==> config.mk <==
export PLATFORM = sky130hd
export DESIGN_NAME = vol_knob_ctrl
export DESIGN_NICKNAME = d
export VERILOG_FILES = /design/src/rtl/vol_knob_pkg.sv /design/src/rtl/vol_btn_cond.sv /design/src/rtl/vol_evt_decode.sv /design/src/rtl/vol_reg_core.sv /design/src/rtl/vol_knob_ctrl.sv
export SDC_FILE = /design/constraint.sdc
export NUM_CORES = 1
export LEC_CHECK = 0
export ABC_AREA = 1
export BUFFER_PORTS_ARGS = -buffer_cell sky130_fd_sc_hd__buf_2
export CORE_MARGIN = 10
export CORE_UTILIZATION = 55
export CTS_BUF_LIST = sky130_fd_sc_hd__clkbuf_2 sky130_fd_sc_hd__clkbuf_4 sky130_fd_sc_hd__clkbuf_8
export CTS_CLUSTER_DIAMETER = 80
export DETAILED_ROUTE_END_ITERATION = 12
export GPL_TIMING_DRIVEN = 0
export PLACE_DENSITY = 0.77
export SKIP_CTS_REPAIR_TIMING = 1
export SYNTH_ARGS = -nofsm -noshare
export SYNTH_HDL_FRONTEND = slang
export SYNTH_HIERARCHICAL = 1
export SYNTH_SLANG_ARGS = --single-unit
==> constraint.sdc <==
create_clock -name clk -period 2.3 [get_ports clk]
set_input_delay 0.345 -clock clk [delete_from_list [all_inputs] [get_ports clk]]
set_output_delay 0.345 -clock clk [all_outputs]
set_load 0.03 [all_outputs]
==> src/rtl/vol_knob_pkg.sv <==
package vol_knob_pkg;

    typedef enum logic [1:0] {
        DB_RELEASED,
        DB_PRESS_WAIT,
        DB_PRESSED,
        DB_RELEASE_WAIT
    } db_state_t;

    typedef enum logic [1:0] {
        EV_NONE,
        EV_UP,
        EV_DOWN,
        EV_MUTE
    } vol_evt_t;

    localparam int unsigned BTN_UP   = 0;
    localparam int unsigned BTN_DN   = 1;
    localparam int unsigned BTN_MUTE = 2;
    localparam int unsigned BTN_N    = 3;

endpackage

==> src/rtl/vol_btn_cond.sv <==
module vol_btn_cond
    import vol_knob_pkg::*;
#(
    parameter int unsigned DB_CYCLES = 16
) (
    input  logic clk,
    input  logic rst_n,
    input  logic btn_raw,
    output logic press
);

    localparam int unsigned CNT_W = (DB_CYCLES > 1) ? $clog2(DB_CYCLES) : 1;
    localparam logic [CNT_W-1:0] CNT_LAST = CNT_W'(DB_CYCLES - 1);

    logic [1:0]       sync_q;
    logic             btn_s;
    db_state_t        state_q, state_d;
    logic [CNT_W-1:0] cnt_q, cnt_d;

    always_ff @(posedge clk or negedge rst_n) begin
        if (!rst_n) begin
            sync_q <= '0;
        end else begin
            sync_q <= {sync_q[0], btn_raw};
        end
    end

    assign btn_s = sync_q[1];

    // state register
    always_ff @(posedge clk or negedge rst_n) begin
        if (!rst_n) begin
            state_q <= DB_RELEASED;
            cnt_q   <= '0;
        end else begin
            state_q <= state_d;
            cnt_q   <= cnt_d;
        end
    end

    // next state
    always_comb begin
        state_d = state_q;
        cnt_d   = cnt_q;
        unique case (state_q)
            DB_RELEASED: begin
                cnt_d = '0;
                if (btn_s) state_d = DB_PRESS_WAIT;
            end
            DB_PRESS_WAIT: begin
                if (!btn_s) begin
                    state_d = DB_RELEASED;
                    cnt_d   = '0;
                end else if (cnt_q == CNT_LAST) begin
                    state_d = DB_PRESSED;
                    cnt_d   = '0;
                end else begin
                    cnt_d = cnt_q + 1'b1;
                end
            end
            DB_PRESSED: begin
                cnt_d = '0;
                if (!btn_s) state_d = DB_RELEASE_WAIT;
            end
            DB_RELEASE_WAIT: begin
                if (btn_s) begin
                    state_d = DB_PRESSED;
                    cnt_d   = '0;
                end else if (cnt_q == CNT_LAST) begin
                    state_d = DB_RELEASED;
                    cnt_d   = '0;
                end else begin
                    cnt_d = cnt_q + 1'b1;
                end
            end
        endcase
    end

    // outputs
    always_comb begin
        press = 1'b0;
        unique case (state_q)
            DB_PRESS_WAIT:   press = btn_s && (cnt_q == CNT_LAST);
            DB_RELEASED,
            DB_PRESSED,
            DB_RELEASE_WAIT: press = 1'b0;
        endcase
    end

endmodule

==> src/rtl/vol_evt_decode.sv <==
module vol_evt_decode
    import vol_knob_pkg::*;
(
    input  logic             gpio_mode,
    input  logic [BTN_N-1:0] press_vec,
    output vol_evt_t         evt
);

    always_comb begin
        if (gpio_mode) begin
            evt = EV_NONE;
        end else if (press_vec[BTN_MUTE] || (press_vec[BTN_UP] && press_vec[BTN_DN])) begin
            evt = EV_MUTE;
        end else if (press_vec[BTN_UP]) begin
            evt = EV_UP;
        end else if (press_vec[BTN_DN]) begin
            evt = EV_DOWN;
        end else begin
            evt = EV_NONE;
        end
    end

endmodule

==> src/rtl/vol_reg_core.sv <==
module vol_reg_core
    import vol_knob_pkg::*;
#(
    parameter int unsigned LVL_W = 6
) (
    input  logic             clk,
    input  logic             rst_n,
    input  vol_evt_t         evt,
    input  logic             reg_wr,
    input  logic [LVL_W+1:0] reg_wdata,
    input  logic             reg_rd,
    output logic [LVL_W+1:0] reg_rdata,
    output logic             chg_pending,
    output logic             chg_pulse
);

    localparam int unsigned REG_W = LVL_W + 2;
    localparam logic [LVL_W-1:0] LVL_MAX = '1;
    localparam logic [LVL_W-1:0] LVL_MIN = '0;

    logic [LVL_W-1:0] lvl_q, lvl_d, base_lvl;
    logic             mute_q, mute_d, base_mute;
    logic             pend_q, pend_d;
    logic             pulse_q, changed;

    always_comb begin
        base_mute = reg_wr ? reg_wdata[REG_W-1] : mute_q;
        base_lvl  = reg_wr ? reg_wdata[LVL_W-1:0] : lvl_q;
        mute_d    = base_mute;
        lvl_d     = base_lvl;
        changed   = 1'b0;
        unique case (evt)
            EV_NONE: ;
            EV_UP: begin
                if (base_lvl != LVL_MAX) begin
                    lvl_d   = base_lvl + 1'b1;
                    changed = 1'b1;
                end
            end
            EV_DOWN: begin
                if (base_lvl != LVL_MIN) begin
                    lvl_d   = base_lvl - 1'b1;
                    changed = 1'b1;
                end
            end
            EV_MUTE: begin
                mute_d  = ~base_mute;
                changed = 1'b1;
            end
        endcase
        pend_d = changed | (pend_q & ~reg_rd);
    end

    always_ff @(posedge clk or negedge rst_n) begin
        if (!rst_n) begin
            lvl_q   <= '0;
            mute_q  <= 1'b0;
            pend_q  <= 1'b0;
            pulse_q <= 1'b0;
        end else begin
            lvl_q   <= lvl_d;
            mute_q  <= mute_d;
            pend_q  <= pend_d;
            pulse_q <= changed;
        end
    end

    assign reg_rdata   = {mute_q, 1'b0, lvl_q};
    assign chg_pending = pend_q;
    assign chg_pulse   = pulse_q;

endmodule

==> src/rtl/vol_knob_ctrl.sv <==
module vol_knob_ctrl
    import vol_knob_pkg::*;
#(
    parameter int unsigned LVL_W     = 6,
    parameter int unsigned DB_CYCLES = 16
) (
    input  logic             clk,
    input  logic             rst_n,
    input  logic             gpio_mode,
    input  logic             btn_up,
    input  logic             btn_dn,
    input  logic             btn_mute,
    input  logic             reg_wr,
    input  logic [LVL_W+1:0] reg_wdata,
    input  logic             reg_rd,
    output logic [LVL_W+1:0] reg_rdata,
    output logic             chg_pending,
    output logic             chg_pulse
);

    logic [BTN_N-1:0] raw_vec;
    logic [BTN_N-1:0] press_vec;
    vol_evt_t         evt;

    always_comb begin
        raw_vec           = '0;
        raw_vec[BTN_UP]   = btn_up;
        raw_vec[BTN_DN]   = btn_dn;
        raw_vec[BTN_MUTE] = btn_mute;
    end

    for (genvar g = 0; g < BTN_N; g++) begin : g_btn
        vol_btn_cond #(
            .DB_CYCLES(DB_CYCLES)
        ) cond_i (
            .clk    (clk),
            .rst_n  (rst_n),
            .btn_raw(raw_vec[g]),
            .press  (press_vec[g])
        );
    end

    vol_evt_decode dec_i (
        .gpio_mode(gpio_mode),
        .press_vec(press_vec),
        .evt      (evt)
    );

    vol_reg_core #(
        .LVL_W(LVL_W)
    ) core_i (
        .clk        (clk),
        .rst_n      (rst_n),
        .evt        (evt),
        .reg_wr     (reg_wr),
        .reg_wdata  (reg_wdata),
        .reg_rd     (reg_rd),
        .reg_rdata  (reg_rdata),
        .chg_pending(chg_pending),
        .chg_pulse  (chg_pulse)
    );

endmodule

==> results.txt, run 1 <==
Result of the run -> finished, final reports clean
Std cell rows -> 21
Die area -> 6380 sq um
Commonest non-fill, non-tap cell in the layout -> nand2_1
Most area-hungry cell type in the Yosys netlist -> dfrtp_1
Number of nets in the final layout -> 313
Number of sinks handled by clock tree synthesis -> 33
Final setup vio count -> 0
Cell area after synthesis -> 1970 sq um
Effective utilization at floorplan -> 58.2%
Fraction of power consumed by combinational cells -> 17.8%
First-pass iteration count of the detailed router -> 4
Kind of end point of the critical path -> flop
Worst-path fanout max -> 8
Worst slew margin -> 54.2%
Sum of negative setup slack -> 0 ns
Achievable Freq -> 0.481 GHz
Period Utilization, post-route -> 90.5%
Synthesis-to-finish area growth -> 12.2%
Via count of the first global-routing pass -> 1,564
Slowest stage cell on the critical path -> dfrtp_1
Warning count from the yosys run -> 6
Net Sw Frac -> 29.4%
TritonCTS Buffers -> 5
Clock latency reported for the late side of the worst-skew pair -> 0.33 ns
Die Y -> 79.9 um
Clock slew at reported path FFs -> 0.10 ns
Wirelength per Cell -> 11.3 um
Filler cells -> 310
Antenna violations before repair -> 0
Grt total ovfl -> 0
Synthesized netlist cell count -> 257
Horizontal die dimension -> 79.9 um
Core region area -> 3390 sq um
Wire length of the first global-routing pass -> 6.69 mm
Biggest area contributors in the synthesized netlist -> dfrtp_1 42%, nand2_1 17%, ha_1 6.3%
CP Data Arrival Time -> 2.31 ns
Fraction of power consumed by sequential logic -> 54.0%
Top library cells by usage in the layout, fill and taps aside -> 88 x nand2_1, 33 x dfrtp_1, 30 x inv_1, 23 x buf_2, 22 x nand3_1
Final Hold Fails -> 0
Count of input and output buffers -> 23
Clock root buffer master -> clkbuf_4
Estimated wirelength of the detail-placed design -> 3.00 mm
DR vias/cell -> 4.99
Post-detailed-route count of antenna-violating nets -> 0
Met3 wirelength from detailed routing -> 188 um
Slew at the pin closest to its max-slew limit -> 0.687 ns
Net count after synthesis -> 283
Count of maximum capacitance violations -> 0
Share of the core filled with cells -> 65.3%
DRC marker count from the first detailed-route iteration -> 91
Maximum number of pins on one net before global-route repair -> 34
CP Class -> flop to flop
Worst min-delay path class -> input pin to async pin
Residual DRC count -> 0
Final Power -> 0.00115 W
Total vias in the final route -> 1,661
Total global routing track utilization -> 12.9%
TritonCTS clock tree -> yes
Average size of a mapped cell -> 7.68 sq um
Critical path startpoint category -> flop
Proportion of layout cells with a drive suffix above 1 -> 20.6%
Crit path required time -> 2.52 ns
H-tree lvl count -> 2
Gpl congestion -> 0.810
Highest metal layer used by the detailed router -> met4
Maximum clock path buffer count -> 2
Total met2 wirelength after detailed routing -> 1.72 mm
Proportion of synthesized chip area in sequential cells -> 41.9%
Netlist cell types -> 26
Max-slew violation total from the final report -> 0
Final Critical Period -> 2.08 ns
Number of primary I/O pins -> 26
Delay of the slowest cell on the worst path -> 0.40 ns
Clk network pwr share -> 28.2%
Power per cell area -> 520 nW/um^2
Area share of the largest cell type after synthesis -> 41.9%
Flops & latches, synth -> 33
Static Leak -> 1.18 nW
RSZ-0062 raised after global routing -> no
Fin Clk Skew -> 0.00955 ns
Int Power -> 0.000813 W
Switching pwr -> 0.000339 W
Cell-by-cell trace of the critical path -> ha_2 -> nand4_1 -> nor2_2 -> nor2_1 -> nor2_2 -> inv_1 -> ha_1 -> clkbuf_2 -> inv_1 -> nor2_1 -> nand2_1 -> nand2_1
Total wire length -> 3.75 mm
Diode insertion count for antenna repair -> 0
Worst VDD drop -> 384 uV
Sum of routed wire segments on met1 -> 1.79 mm
==> through the flow <==
step	hold slack (ns)	area (sq um)	setup slack [ns]	instances
finish	0.0447	2210	0.219	333
global route	0.0643	2210	0.00565	333
CTS	0.0551	2200	0.133	333
detailed placement	0.337	2150	0.148	326
global placement	0.331	2150	0.202	326
floorplan	0.0494	1970	0.415	257
==> layer usage <==
metal | track usage, % | up-vias
met5 | 0 | -
met4 | 4.75 | 0
met3 | 3.94 | 7
met2 | 21.3 | 36
met1 | 15.3 | 759
li1 | - | 859
==> cell type report <==
type / count / area [sq um] / share of cell area [%]
Multi-Input combinational cell: 188 / 1010 / 45.4
Inverter: 32 / 120 / 5.42
Sequential cell: 33 / 826 / 37.3
Timing Repair Buffer: 23 / 115 / 5.20
Buffer: 4 / 31.3 / 1.41
Tap cell: 46 / 57.6 / 2.60
Clock buffer: 6 / 51.3 / 2.32
Clock inverter: 1 / 7.51 / 0.339
==> power by group through the flow <==
stage / Sequential, W / Clock [W] / Combinational (W)
6_report: 0.000622 / 0.000325 / 0.000205
3_3_place_gp: 0.000632 / 0 / 0.000203
2_1_floorplan: 0.000650 / 0 / 0.000127
4_1_cts: 0.000622 / 0.000344 / 0.000207
3_5_place_dp: 0.000633 / 0 / 0.000206
5_1_grt: 0.000626 / 0.000361 / 0.000233
==> final timing paths <==
kind                                                      from                                      to  slack [ns]  cells past startpoint
max in group asynchronous                                rst_n            core_i/chg_pending$_DFF_PN0_        1.81                      1
setup / recovery            g_btn[2].cond_i/cnt_q[0]$_DFF_PN0_               core_i/lvl_q[1]$_DFF_PN0_        0.22                     12
min in group clk                                        btn_dn     g_btn[1].cond_i/sync_q[0]$_DFF_PN0_        0.12                      1
hold reg to reg            g_btn[0].cond_i/sync_q[0]$_DFF_PN0_     g_btn[0].cond_i/sync_q[1]$_DFF_PN0_        0.36                      0
hold / removal                                           rst_n  g_btn[0].cond_i/state_q[0]$_DFFE_PN0P_        0.04                      1
setup reg to reg            g_btn[2].cond_i/cnt_q[0]$_DFF_PN0_               core_i/lvl_q[1]$_DFF_PN0_        0.22                     12
==> worst max-delay path, delay by kind of cell, from the launching register on <==
| kind | cells | cell delay, ns |
|---|---|---|
| AND/OR/NAND/NOR | 7 | 0.68 |
| flip-flops | 1 | 0.40 |
| adder cells (fa/ha/maj) | 2 | 0.51 |
| buffers and inverters | 3 | 0.39 |
==> state kept, by name, indices dropped and copies added (netlist names), named ones only <==
name and flops:
core_i/chg_pulse 1, g_btn.cond_i/sync_q 6, g_btn.cond_i/state_q 3, core_i/mute_q 1, core_i/chg_pending 1, g_btn.cond_i/cnt_q 12
core_i/lvl_q 6
==> kinds of logic (layout without fill, tap and decap cells) <==
logic type                 count (synthesis)  count (layout)  share of synthesized area [%]
AOI/OAI and AO/OA                          9               9                           3.11
xor gates and xnor gates                   5               5                           2.22
adders and majority gates                 10              10                           6.34
buffers and inverters                     36              66                           7.67
DFF                                       33              33                           41.9
other                                      1               1                          0.190
and+or+nand+nor                          163             163                           38.6
==> cells in the mapped netlist (all sizes together) <==
cell type,instances
a21boi,2
a21oi,1
buf,3
clkbuf,1
conb,1
dfrtp,33
ha,10
inv,32
nand2,101
nand3,22
nand3b,3
nand4,8
nor2,28
o21ai,6
or2,1
xnor2,4
xor2,1
Note: power is estimated with default switching activity, not from simulation.
==> inputs of run 2 (changes only) <==
--- a/config.mk
+++ b/config.mk
@@ -5,7 +5,6 @@
 export SDC_FILE = /design/constraint.sdc
 export NUM_CORES = 1
 export LEC_CHECK = 0
-export ABC_AREA = 1
 export BUFFER_PORTS_ARGS = -buffer_cell sky130_fd_sc_hd__buf_2
 export CORE_MARGIN = 10
 export CORE_UTILIZATION = 55
==> run 2 against run 1 <==
The flow now finishes with violations (setup timing). Register-to-register slack lost 0.30 ns. Final cell count is 23% lower. Clock skew shrank 0.0037 ns. Critical path depth shrank 1. Largest cell class unchanged.
==> results.txt, run 2 <==
Length in cells of the worst reg-to-reg path -> 11 (-1)
Filler cells -> 254 (-18%)
Power per cell area -> 501 nW/um^2 (-3.7%)
Cell types with the highest counts after synthesis -> 33 x dfrtp_1, 10 x ha_1, 10 x inv_1, 10 x nand2_1, 8 x a21oi_1
TritonCTS clock tree -> yes
CP Data Arrival Time -> 2.61 ns (+0.30 ns)
Effective utilization at floorplan -> 56.7% (-1.6 points)
Flip-flop count of the largest register, all copies and words added -> 12 (unchanged)
Static Leak -> 1.04 nW (-12%)
Sum of negative setup slack -> -0.178 ns (-0.178 ns)
Gpl congestion -> 0.887 (+9.4%)
First-pass iteration count of the detailed router -> 5 (+1)
Estimated wirelength of the detail-placed design -> 2.88 mm (-3.8%)
Antenna violations before repair -> 0 (unchanged)
Final Power -> 0.00116 W (+0.47%)
DR vias/cell -> 5.70 (+14%)
Die Y -> 78.4 um (-1.9%)
Std cell rows -> 21 (unchanged)
Worst-path fanout max -> 8 (unchanged)
Final Hold Fails -> 0 (unchanged)
Final critical-path setup slack -> -0.0830 ns (-0.303 ns)
Reg-to-reg critical path endpoint -> core_i/lvl_q[3]$_DFF_PN0_
Most area-hungry cell type in the Yosys netlist -> dfrtp_1
Clock root buffer master -> clkbuf_4
Kind of end point of the critical path -> flop
Synthesis-to-finish area growth -> 23.2%
Period Utilization, post-route -> 104% (+13 points)
Worst slew margin -> 51.9% (-2.3 points)
Share of flip-flops with an asynchronous set or reset after synthesis -> 100% (unchanged)
Final Critical Period -> 2.38 ns (+0.303 ns)
Cell with the most instances after synthesis -> dfrtp_1
Clock latency reported for the late side of the worst-skew pair -> 0.34 ns (about the same)
Worst min-delay path class -> input pin to async pin
Warning count from the yosys run -> 6 (unchanged)
Number of primary I/O pins -> 26 (unchanged)
Wirelength per Cell -> 16.4 um (+46%)
Post-synth EDFFs -> 0 (unchanged)
Critical path startpoint category -> flop
Number of sinks handled by clock tree synthesis -> 33 (unchanged)
Worst VDD drop -> 339 uV (-12%)
Net count after synthesis -> 198 (-30%)
Clock slew at reported path FFs -> 0.11 ns (about the same)
DRC marker count from the first detailed-route iteration -> 49 (-46%)
Maximum number of pins on one net before global-route repair -> 34 (unchanged)
Count of maximum capacitance violations -> 0 (unchanged)
Result of the run -> finished with violations
Flops & latches, synth -> 33 (unchanged)
H-tree lvl count -> 2 (unchanged)
Horizontal die dimension -> 78.4 um (-1.9%)
Dominant synthesized flop cell -> dfrtp_1
Netlist cell types -> 50 (+92%)
Grt total ovfl -> 0 (unchanged)
Core region area -> 3310 sq um (-2.3%)
Cell area after synthesis -> 1880 sq um (-4.9%)
Commonest non-fill, non-tap cell in the layout -> dfrtp_1
Die area -> 6150 sq um (-3.7%)
Total global routing track utilization -> 12.9% (-0.039 points)
Total wire length -> 4.21 mm (+12%)
Biggest area contributors in the synthesized netlist -> dfrtp_1 44%, ha_1 6.7%, mux2_4 4.0%
Top flop regs -> g_btn.cond_i/cnt_q: 12 flops, core_i/lvl_q: 6 flops, g_btn.cond_i/sync_q: 6 flops
Total vias in the final route -> 1,466 (-12%)
Post-detailed-route count of antenna-violating nets -> 0 (unchanged)
Proportion of synthesized chip area in sequential cells -> 44.0% (+2.2 points)
Maximum clock path buffer count -> 2 (unchanged)
Via count of the first global-routing pass -> 1,424 (-9.0%)
Top library cells by usage in the layout, fill and taps aside -> 33 x dfrtp_1, 22 x buf_2, 11 x buf_4, 10 x nand2_1
Reg-to-reg setup timing slack -> -0.08 ns (-0.30 ns)
Count of input and output buffers -> 22 (-4.3%)
Residual DRC count -> 0 (unchanged)
Diode insertion count for antenna repair -> 0 (unchanged)
Worst reg2reg startpoint -> g_btn[2].cond_i/cnt_q[0]$_DFF_PN0_
Register containing the most flip-flops in the final layout -> g_btn.cond_i/cnt_q
Critical path origin -> g_btn[2].cond_i/cnt_q[0]$_DFF_PN0_
Area share of the largest cell type after synthesis -> 44.0% (+2.2 points)
Violated checks -> setup timing
Wire length of the first global-routing pass -> 6.41 mm (-4.2%)
Average size of a mapped cell -> 10.9 sq um (+42%)
Max-slew violation total from the final report -> 0 (unchanged)
Synthesized netlist cell count -> 172 (-33%)
Fin Clk Skew -> 0.00586 ns (-0.00369 ns)
Proportion of layout cells with a drive suffix above 1 -> 44.5% (+24 points)
Slew at the pin closest to its max-slew limit -> 0.721 ns (+0.0346 ns)
RSZ-0062 raised after global routing -> yes
CP Class -> flop to flop
End of the critical path -> core_i/lvl_q[3]$_DFF_PN0_
Worst hold slack -> 0.0422 ns (-0.00241 ns)
Crit path required time -> 2.52 ns (about the same)
TritonCTS Buffers -> 5 (unchanged)
Achievable Freq -> 0.420 GHz (-13%)
Number of nets in the final layout -> 236 (-25%)
Final setup vio count -> 5 (+5)
-- run 2: cell count changes in the layout (fill, tap and decap cells not counted), sizes merged, moves of 8 or more --
cell,delta
nand2,-87
nor2,-21
inv,-20
nand3,-18
buf,+10
nor3,+8
-- run 2: area by class of cell --
cell class	instances	area, sq um	share of cell area, %
clock inverter	3	17.5	0.758
timing repair buffer	31	178	7.69
tap	46	57.6	2.49
multi-input combinational	122	1090	47.1
clock buffer	5	37.5	1.62
inverter	12	50.0	2.17
buffer	5	56.3	2.44
sequential	33	826	35.7
-- run 2: metal layers --
| layer | share of wire, % | global-route usage, % | up-vias |
|---|---|---|---|
| li1 | - | - | 690 |
| met1 | 40 | 14.3 | 720 |
| met2 | 53 | 22.3 | 45 |
| met3 | 4.3 | 3.30 | 11 |
| met4 | 2.5 | 6.45 | 0 |
| met5 | 0 | 0 | - |
-- run 2: stage by stage --
step / area (sq um) / utilization [%] / std cells / setup slack (ns)
CTS: 2100 / 63.4 / 248 / -0.253
detailed placement: 2040 / 61.7 / 240 / -0.232
global route: 2310 / 69.8 / 257 / -0.212
global placement: 2040 / 61.7 / 240 / -0.181
finish: 2310 / 69.8 / 257 / -0.0830
floorplan: 1880 / - / 172 / 0.0483
-- run 2: worst min path at each step --
stage,start,end,slack [ns],depth (start not counted)
final,rst_n,g_btn[0].cond_i/sync_q[0]$_DFF_PN0_,0.04,1
after global placement,g_btn[1].cond_i/sync_q[0]$_DFF_PN0_,g_btn[1].cond_i/sync_q[1]$_DFF_PN0_,0.34,0
after detailed placement,g_btn[0].cond_i/sync_q[0]$_DFF_PN0_,g_btn[0].cond_i/sync_q[1]$_DFF_PN0_,0.34,0
after floorplan,rst_n,core_i/chg_pending$_DFF_PN0_,0.05,0
after global routing,rst_n,g_btn[0].cond_i/cnt_q[2]$_DFF_PN0_,0.07,1
after CTS,rst_n,g_btn[0].cond_i/sync_q[0]$_DFF_PN0_,0.05,1
-- run 2: logic make-up (layout without fill, tap and decap cells) --
group	after synthesis	after routing	synth area share, %
AO/OA/AOI/OAI	36	36	14.3
XOR/XNOR	8	8	3.74
adder cells (fa/ha/maj)	10	10	6.67
buffers and inverters	17	56	4.87
flip-flops	33	33	44.0
multiplexers	12	12	8.27
other	1	1	0.200
AND/OR/NAND/NOR	55	55	17.9
-- run 2: worst max-delay path: stages, from the launching register on --
cell and delay [ns]:
dfrtp_1 0.41, ha_2 0.22, and3_4 0.21, nand2_4 0.07
nor3b_4 0.25, o21ba_4 0.22, inv_2 0.06, ha_4 0.27
buf_8 0.13, o21ai_4 0.08, a2111oi_4 0.24, nor3_2 0.10
-- run 2: power breakdown --
group | switching (W) | internal [W] | total [W]
sequential | 0.0000228 | 0.000605 | 0.000628
combinational | 0.000126 | 0.0000767 | 0.000203
clock | 0.000212 | 0.000115 | 0.000327
total | 0.000360 | 0.000797 | 0.00116
==> inputs of run 3 (changes only) <==
--- a/config.mk
+++ b/config.mk
@@ -5,14 +5,15 @@
 export SDC_FILE = /design/constraint.sdc
 export NUM_CORES = 1
 export LEC_CHECK = 0
+export ABC_AREA = 1
 export BUFFER_PORTS_ARGS = -buffer_cell sky130_fd_sc_hd__buf_2
 export CORE_MARGIN = 10
-export CORE_UTILIZATION = 55
+export CORE_UTILIZATION = 54
 export CTS_BUF_LIST = sky130_fd_sc_hd__clkbuf_2 sky130_fd_sc_hd__clkbuf_4 sky130_fd_sc_hd__clkbuf_8
 export CTS_CLUSTER_DIAMETER = 80
 export DETAILED_ROUTE_END_ITERATION = 12
 export GPL_TIMING_DRIVEN = 0
-export PLACE_DENSITY = 0.77
+export PLACE_DENSITY = 0.78
 export SKIP_CTS_REPAIR_TIMING = 1
 export SYNTH_ARGS = -nofsm -noshare
 export SYNTH_HDL_FRONTEND = slang
==> constraint.sdc (replaced) <==
create_clock -name clk -period 2.1 [get_ports clk]
set_input_delay 0.315 -clock clk [delete_from_list [all_inputs] [get_ports clk]]
set_output_delay 0.315 -clock clk [all_outputs]
set_load 0.03 [all_outputs]
==> run 3 against run 2 <==
The flow now finishes without violations. Sequential power up 8.9%. Cell area up 2.7%. Power up 22%. Maximum frequency up 20%. Non-clock buffer count down 5. Global-route usage up 0.13 points. Combinational power up 14%.
==> results.txt, run 3 (same netlist as run 1, synthesis figures left out) <==
Result of the run -> finished, final reports clean
Grt total ovfl -> 0 (unchanged)
Proportion of layout cells with a drive suffix above 1 -> 26.7% (-18 points)
Die area -> 6470 sq um (+5.3%)
Placed cell areas -> 2150 sq um (+5.0%)
Final critical-path setup slack -> 0.114 ns (+0.197 ns)
Instance count after placement with tap cells included -> 326 (+36%)
Worst VDD drop -> 481 uV (+42%)
Register containing the most flip-flops in the final layout -> g_btn.cond_i/cnt_q
Post-placement worst setup slack -> -0.00295 ns (+0.229 ns)
Worst-path fanout max -> 8 (unchanged)
Worst slew margin -> 54.3% (+2.4 points)
Reg-to-reg critical path endpoint -> core_i/lvl_q[1]$_DFF_PN0_
Slew at the pin closest to its max-slew limit -> 0.686 ns (-0.0355 ns)
TritonCTS Buffers -> 5 (unchanged)
Fin Clk Skew -> 0.00702 ns (+0.00116 ns)
Final standard cell area without fillers -> 2370 sq um (+2.7%)
Static Leak -> 1.22 nW (+17%)
Effective utilization at floorplan -> 57.3% (+0.67 points)
Max-slew violation total from the final report -> 0 (unchanged)
DR vias/cell -> 4.88 (-14%)
Sum of negative setup slack -> 0 ns (+0.178 ns)
Number of sinks handled by clock tree synthesis -> 33 (unchanged)
Critical path startpoint category -> flop
Final setup vio count -> 0 (-5)
Diode insertion count for antenna repair -> 0 (unchanged)
Maximum number of pins on one net before global-route repair -> 34 (unchanged)
Die Y -> 80.5 um (+2.6%)
Total global routing track utilization -> 13.0% (+0.13 points)
Number of primary I/O pins -> 26 (unchanged)
Period Utilization, post-route -> 94.6% (-9.0 points)
Antenna violations before repair -> 0 (unchanged)
Core region area -> 3440 sq um (+4.0%)
Reg-to-reg setup timing slack -> 0.11 ns (+0.20 ns)
Final Critical Period -> 1.99 ns (-0.397 ns)
Total vias in the final route -> 1,649 (+12%)
Clock latency reported for the late side of the worst-skew pair -> 0.29 ns (-0.05 ns)
Clock root buffer master -> clkbuf_8
Worst reg2reg startpoint -> g_btn[2].cond_i/cnt_q[0]$_DFF_PN0_
Total wire length -> 4.06 mm (-3.8%)
Synthesis-to-finish area growth -> 20.3%
First-pass iteration count of the detailed router -> 4 (-1)
Power per cell area -> 597 nW/um^2 (+19%)
RSZ-0062 raised after global routing -> yes
Std cell rows -> 21 (unchanged)
CP Data Arrival Time -> 2.17 ns (-0.44 ns)
Count of maximum capacitance violations -> 0 (unchanged)
Critical path origin -> g_btn[2].cond_i/cnt_q[0]$_DFF_PN0_
Kind of end point of the critical path -> flop
Number of nets in the final layout -> 317 (+34%)
DRC marker count from the first detailed-route iteration -> 111 (+130%)
H-tree lvl count -> 2 (unchanged)
Count of input and output buffers -> 23 (+4.5%)
Gpl congestion -> 0.870 (-1.9%)
Horizontal die dimension -> 80.5 um (+2.6%)
Final Hold Fails -> 0 (unchanged)
Post-detailed-route count of antenna-violating nets -> 0 (unchanged)
Wirelength per Cell -> 12.0 um (-27%)
CP Class -> flop to flop
Worst min-delay path class -> input pin to async pin
Maximum clock path buffer count -> 2 (unchanged)
Top library cells by usage in the layout, fill and taps aside -> 87 x nand2_1, 32 x dfrtp_1, 27 x inv_1, 23 x buf_2, 20 x nand3_1
Wire length of the first global-routing pass -> 6.79 mm (+5.9%)
Crit path required time -> 2.28 ns (-0.24 ns)
Number of standard cells in the layout, taps in and fillers out -> 338 (+32%)
Estimated wirelength of the detail-placed design -> 2.91 mm (+0.87%)
Residual DRC count -> 0 (unchanged)
TritonCTS clock tree -> yes
Length in cells of the worst reg-to-reg path -> 11 (unchanged)
Commonest non-fill, non-tap cell in the layout -> nand2_1
Clock slew at reported path FFs -> 0.07 ns (-0.04 ns)
Via count of the first global-routing pass -> 1,601 (+12%)
Top flop regs -> g_btn.cond_i/cnt_q: 12 flops, core_i/lvl_q: 6 flops, g_btn.cond_i/sync_q: 6 flops
Achievable Freq -> 0.503 GHz (+20%)
Flip-flop count of the largest register, all copies and words added -> 12 (unchanged)
==> run 3: metal layers <==
metal / up-vias / routed length, um / GRT usage [%]
li1: 864 / - / -
met1: 728 / 1800 / 15.0
met2: 47 / 1850 / 21.5
met3: 10 / 287 / 4.23
met4: 0 / 114 / 5.46
met5: - / 0 / 0
==> run 3: worst max path at each step <==
| stage | end | slack [ns] | depth (start not counted) |
|---|---|---|---|
| CTS | core_i/lvl_q[1]$_DFF_PN0_ | -0.02 | 12 |
| floorplan | core_i/lvl_q[1]$_DFF_PN0_ | 0.22 | 12 |
| global route | core_i/lvl_q[1]$_DFF_PN0_ | -0.04 | 12 |
| finish | core_i/lvl_q[1]$_DFF_PN0_ | 0.11 | 11 |
| global placement | core_i/lvl_q[1]$_DFF_PN0_ | 0.02 | 12 |
| detailed placement | core_i/lvl_q[1]$_DFF_PN0_ | -0.003 | 12 |
==> run 3: stage by stage <==
stage / hold slack (ns) / total power, W / utilization [%]
3_3_place_gp: 0.333 / 0.000915 / 62.3
4_1_cts: 0.0850 / 0.00143 / 65.1
5_1_grt: 0.111 / 0.00149 / 69.0
3_5_place_dp: 0.344 / 0.000920 / 62.3
2_1_floorplan: 0.0194 / 0.000851 / -
6_report: 0.0619 / 0.00142 / 69.0
==> run 3: worst max-delay path: stages (launching register included) <==
cell,delay (ns)
dfrtp_1,0.41
ha_4,0.16
nand4_1,0.16
nor2_2,0.16
nor2_1,0.05
nor2_2,0.21
inv_2,0.08
ha_4,0.27
buf_6,0.13
nand3_2,0.11
nand2_1,0.08
nand2_1,0.05
==> run 3: where the power goes <==
part	internal (W)	total, W	switching [W]	leakage (nW)
logic	0.0000752	0.000232	0.000157	0.749
registers	0.000662	0.000684	0.0000215	0.422
clock network	0.000265	0.000501	0.000236	0.0512
total	0.00100	0.00142	0.000415	1.22
==> run 3: layout make-up <==
class / instances / area, sq um
sequential: 33 / 827
inverter: 32 / 123
tap: 46 / 57.6
multi-input combinational: 188 / 1090
fill: 269 / 1070
clock inverter: 2 / 13.8
timing repair buffer: 27 / 145
buffer: 4 / 37.5
clock buffer: 6 / 82.6
